==> src/rtl/useq_next_addr.sv <==
module useq_next_addr #(
  parameter int AW = 7,
  parameter int OPW = 4,
  parameter int DW = 16,
  parameter int START_ADDR = 64
) (
  input  logic          clk,
  input  logic          rst,
  input  logic [1:0]    cond_sel,
  input  logic [1:0]    br_kind,
  input  logic [AW-1:0] jump_addr,
  input  logic [OPW-1:0] opcode,
  input  logic          ind_bit,
  input  logic [DW-1:0] acc,
  output logic [AW-1:0] car
);
  localparam int PADW = AW - 1 - OPW;

  logic [AW-1:0] sbr;
  logic [AW-1:0] car_inc;
  logic [AW-1:0] map_addr;
  logic [AW-1:0] car_nxt;
  logic          t_bit;
  logic          sel1, sel0, sbr_ld;

  always_comb begin
    case (cond_sel)
      2'd0: t_bit = 1'b1;
      2'd1: t_bit = ind_bit;
      2'd2: t_bit = acc[DW-1];
      default: t_bit = (acc == '0);
    endcase
  end

  assign sel1   = br_kind[1];
  assign sel0   = (~br_kind[1] & t_bit) | (br_kind[1] & br_kind[0]);
  assign sbr_ld = ~br_kind[1] & br_kind[0] & t_bit;

  assign car_inc  = car + AW'(1);
  assign map_addr = {1'b0, opcode, {PADW{1'b0}}};

  always_comb begin
    case ({sel1, sel0})
      2'b00: car_nxt = car_inc;
      2'b01: car_nxt = jump_addr;
      2'b10: car_nxt = sbr;
      default: car_nxt = map_addr;
    endcase
  end

  always_ff @(posedge clk) begin
    if (rst) begin
      car <= AW'(START_ADDR);
      sbr <= '0;
    end else begin
      car <= car_nxt;
      if (sbr_ld) sbr <= car_inc;
    end
  end
endmodule

==> config.mk <==
export PLATFORM = sky130hd
export DESIGN_NAME = useq_next_addr
export DESIGN_NICKNAME = d
export VERILOG_FILES = /design/src/rtl/useq_next_addr.sv
export SDC_FILE = /design/constraint.sdc
export NUM_CORES = 1
export LEC_CHECK = 0
export ABC_AREA = 1
export BUFFER_PORTS_ARGS = -buffer_cell sky130_fd_sc_hd__buf_4
export CAP_MARGIN = 20
export CORE_MARGIN = 2
export CORE_UTILIZATION = 49
export CTS_CLUSTER_DIAMETER = 50
export CTS_CLUSTER_SIZE = 30
export DETAILED_ROUTE_END_ITERATION = 6
export PLACE_DENSITY = 0.83
export SYNTH_ARGS = -nofsm -noshare
export SYNTH_HDL_FRONTEND = slang
export SYNTH_SLANG_ARGS = --single-unit
==> constraint.sdc <==
create_clock -name clk -period 2.3 [get_ports clk]
set_clock_uncertainty 0.05 [all_clocks]
set_input_delay 0.23 -clock clk [delete_from_list [all_inputs] [get_ports clk]]
set_output_delay 0.23 -clock clk [all_outputs]
set_load 0.005 [all_outputs]
# Word level (Yosys, flattened, before mapping)
# Cells that the tools add are included.
# Widths: inputs -> output; s select.
[word_totals] ff_bits=14 elab_cells=18 output_inout_bits=7 inputBits=34
[classes] reduce_logical=3 n_bitwise=6 eq_ne=4 mux=2 addsub=1
[ops] cell="$pmux 7 s3" count=1
[ops] cell="$logic_not 16->1" count=1
[ops] cell="$add 7x1->7 const B" count=1
[ops] cell="$and 1x1->1" count=4
[ops] cell="$eq 2x1->1 const B" count=2
[ops] cell="$eq 2x2->1 const B" count=2
[ops] cell="$logic_not 2->1" count=2
[ops] cell="$pmux 1 s3" count=1
[ops] cell="$not 1->1" count=1
[ops] cell="$or 1x1->1" count=1

# Depth between registers and ports, before layout
[logic_depth] word_depth=6 ltp_mapped=9 mapped_depth_nobuf=9

# Least setup slack after synthesis
# Ideal clock, no wire load.
[synth_timing] path_type="register to register" start="register car[0]" end="register car[6]" synth_period_minus_slack_ps=1261 path_buffers=0 path_stages_with_launch=7 arrival_time_ps=1146 setup_slack_ps=1039 setup_ps=64 cell_sequence="dfxtp_1 -> ha_1 -> nand3_1 -> nor2_1 -> xor2_1 -> nand4_1 -> nand4_1"
[synth_between] elab_chain_cells=2
[synth_rtl] element="start, declared" line_no="15" rtl="output logic [AW-1:0] car"
[synth_rtl] element="start signal, assigned" line_no="53" rtl="car <= AW'(START_ADDR);"
[synth_rtl] element="start signal, assigned" line_no="56" rtl="car <= car_nxt;"
[synth_rtl] element="$add 7x1->7" line_no="39" rtl="assign car_inc = car + AW'(1);"
[synth_rtl] element="$pmux 7 s3" line_no="43" rtl="case ({sel1, sel0})"
# Every way passes these cells.
# A chain may end at the register's enable or synchronous reset.

# Worst setup path in the final report
[layout_timing] start="register car[0]" end="register sbr[6]"
[layout_between] elab_chain_cells=1
[layout_rtl] element="$add 7x1->7" line_no="39"
[layout_rtl] element="end signal, assigned" line_no="57" rtl="if (sbr_ld) sbr <= car_inc;"
[layout_rtl] element="end, declared" line_no="19" rtl="logic [AW-1:0] sbr;"
# Every way passes these cells.

==> metrics.cfg <==
[status]
outcome=completed

[die]
fp-row-count=15
dieArea_sq_um=2230
core_area_sq_um=1750
die_y_um=47.2
die_w_um=47.2
io_pins=41
start_util_pct=52.5

[worst_setup_path]
cp.required_ns=2.46
startpoint_type=flip-flop
r2r_cells=6
path_max_fanout=6
endpoint_kind=flip-flop
crit_type=reg -> reg
arrival_ns=1.62

[grt]
grt_pass1_vias=803
antenna_found_initial=0
grt_max_degree=16
track_usage_pct=21.1
grt_overflow=0
grt_pass1_wl_um=3340

[power_and_ir_drop]
seqPwrFrac_pct=48.5
power_uw=561
power.share.clock_pct=23.2
p_leak_nw=0.609
vdd_drop_max_v=0.000305
p_comb_share_pct=28.3
p_sw_uw=160
powerDensity_nw_per_um2=444
p_int_uw=401
switching_share_pct=28.6

[detailed_routing]
firstDrtPassIters=5
drc_errors=0
wire_per_inst_um=11.5
drt-total-wl_um=2260
ant_nets=0
viasPerCell=5.08
drt_iter0_drc=30
vias=996

[cts]
post_cts_buffers=0
root_buffer=clkbuf_4
numCtsBuffers=3
clockBufferDepth=2
insertion_delay_ns=0.27
cts.sinks=14
ctsHoldBuffers=0
cts_tree=done
htree_levels=1
clk_pin_slew_ns=0.08
post_cts_resized=0

[yosys]
syn_area_sq_um=916
ys_ff_latch=14
syn_inst=129
avgSynthCellArea_sq_um=7.10
yosysUniqueCellTypes=23
yosysWarningCount=0
yosysSeqAreaShare_pct=30.6
syn_nets=164

[sta]
fmax_mhz=688
holdWs_ns=0.172
maxSlewHeadroom_pct=73.3
min_period_ns=1.45
fin_setup_tns_ns=0
rsz0062_at_grt=no
period_share_pct=63.2
setup_violations=0
hold_viol=0
final_max_slew_viol_count=0
worstMarginPinSlew_ns=0.399

[min_path]
hold_path_depth=3
min-delay-path-class=in -> reg

[placed_design]
port-buffer-count=40
place_hpwl_um=1790
gp_congestion=0.739

[finish]
nNetsFinal=208
syn_to_final_growth_pct=38.1
mostFrequentLayoutCells=40 x buf_4, 31 x nor2_1, 21 x nand2_1
mostFrequentLayoutCell=buf_4
diodes=0
drive_gt1_share_pct=31.6

[flow_run]
max_cap_violations=0

==> critical path, stage by stage, from the launching register on <==
cell and delay, ns:
dfxtp_1 0.42, ha_1 0.22, nand3_1 0.12, nor2_1 0.15, xor2_1 0.24, o21ai_1 0.10
nor2_1 0.08
==> metrics by stage <==
stage	std cells	utilization, %	worst slack [ns]	cell area (sq um)
after floorplan	129	-	1.04	916
after global placement	193	71.2	0.833	1240
after detailed placement	193	71.2	0.849	1240
after CTS	196	72.5	0.852	1260
after global routing	196	72.5	0.708	1260
final	196	72.5	0.846	1260
==> worst paths after layout <==
path | slack, ns | from | endpoint
worst max register to register | 0.85 | car[0] | sbr[6]
worst min register to register | 0.43 | sbr[6] | car[6]
worst min-delay path | 0.17 | jump_addr[6] | car[6]
worst max-delay path | 0.85 | car[0] | sbr[6]
==> power by group through the flow <==
stage | combinational [mW] | sequential, mW | clock [mW]
floorplan | 0.0800 | 0.276 | 0
global placement | 0.154 | 0.277 | 0
detailed placement | 0.156 | 0.278 | 0
CTS | 0.158 | 0.272 | 0.135
global route | 0.174 | 0.274 | 0.141
finish | 0.159 | 0.272 | 0.130
==> cell families (layout without fill, tap and decap cells) <==
family | count (synthesis) | count (layout) | synth area share [%]
AND/OR/NAND/NOR | 85 | 85 | 49.6
buffers and inverters | 13 | 55 | 6.83
adder cells (fa/ha/maj) | 1 | 1 | 1.37
XOR/XNOR | 4 | 4 | 3.83
flip-flops | 14 | 14 | 30.6
AO/OA/AOI/OAI | 12 | 12 | 7.79
==> cells in the mapped netlist <==
master / count / area (sq um)
nor2_1: 31 / 116
nand2_1: 21 / 78.8
nand3_1: 15 / 75.1
dfxtp_1: 14 / 280
inv_1: 11 / 41.3
nand4_1: 8 / 50.1
o21ai_1: 7 / 35.0
o21ai_0: 4 / 20.0
nand2_8: 2 / 40.0
xnor2_1: 2 / 17.5
xor2_1: 2 / 17.5
buf_2: 1 / 5.00
clkinv_8: 1 / 16.3
ha_1: 1 / 12.5
nand2_2: 1 / 6.26
nand3_4: 1 / 17.5
nand3b_1: 1 / 7.51
nor2_2: 1 / 6.26
nor2_4: 1 / 11.3
nor2_8: 1 / 20.0
nor3_4: 1 / 16.3
o21ai_4: 1 / 16.3
or2_4: 1 / 8.76
==> routing by layer <==
| metal | vias to the layer above | track usage [%] | share of wire (%) | wire [um] |
|---|---|---|---|---|
| met2 | 41 | 35.1 | 51 | 1140 |
| met3 | 2 | 6.15 | 8.7 | 197 |
| met4 | 0 | 2.78 | 0.40 | 9 |
| met5 | - | 0 | 0 | 0 |
| met1 | 447 | 27.8 | 40 | 908 |
| li1 | 506 | - | - | - |
==> area by class of cell <==
cell class / count / area (sq um)
repair buffers: 40 / 300
multi-input cells: 102 / 573
fillers: 150 / 480
inverters: 12 / 57.6
well taps: 25 / 31.3
clock buffers: 3 / 22.5
flip-flops and latches: 14 / 280
==> registers in the layout, indices dropped and copies added (netlist names) <==
name  flops
car       7
sbr       7
Power figures use the tool's default switching activity.
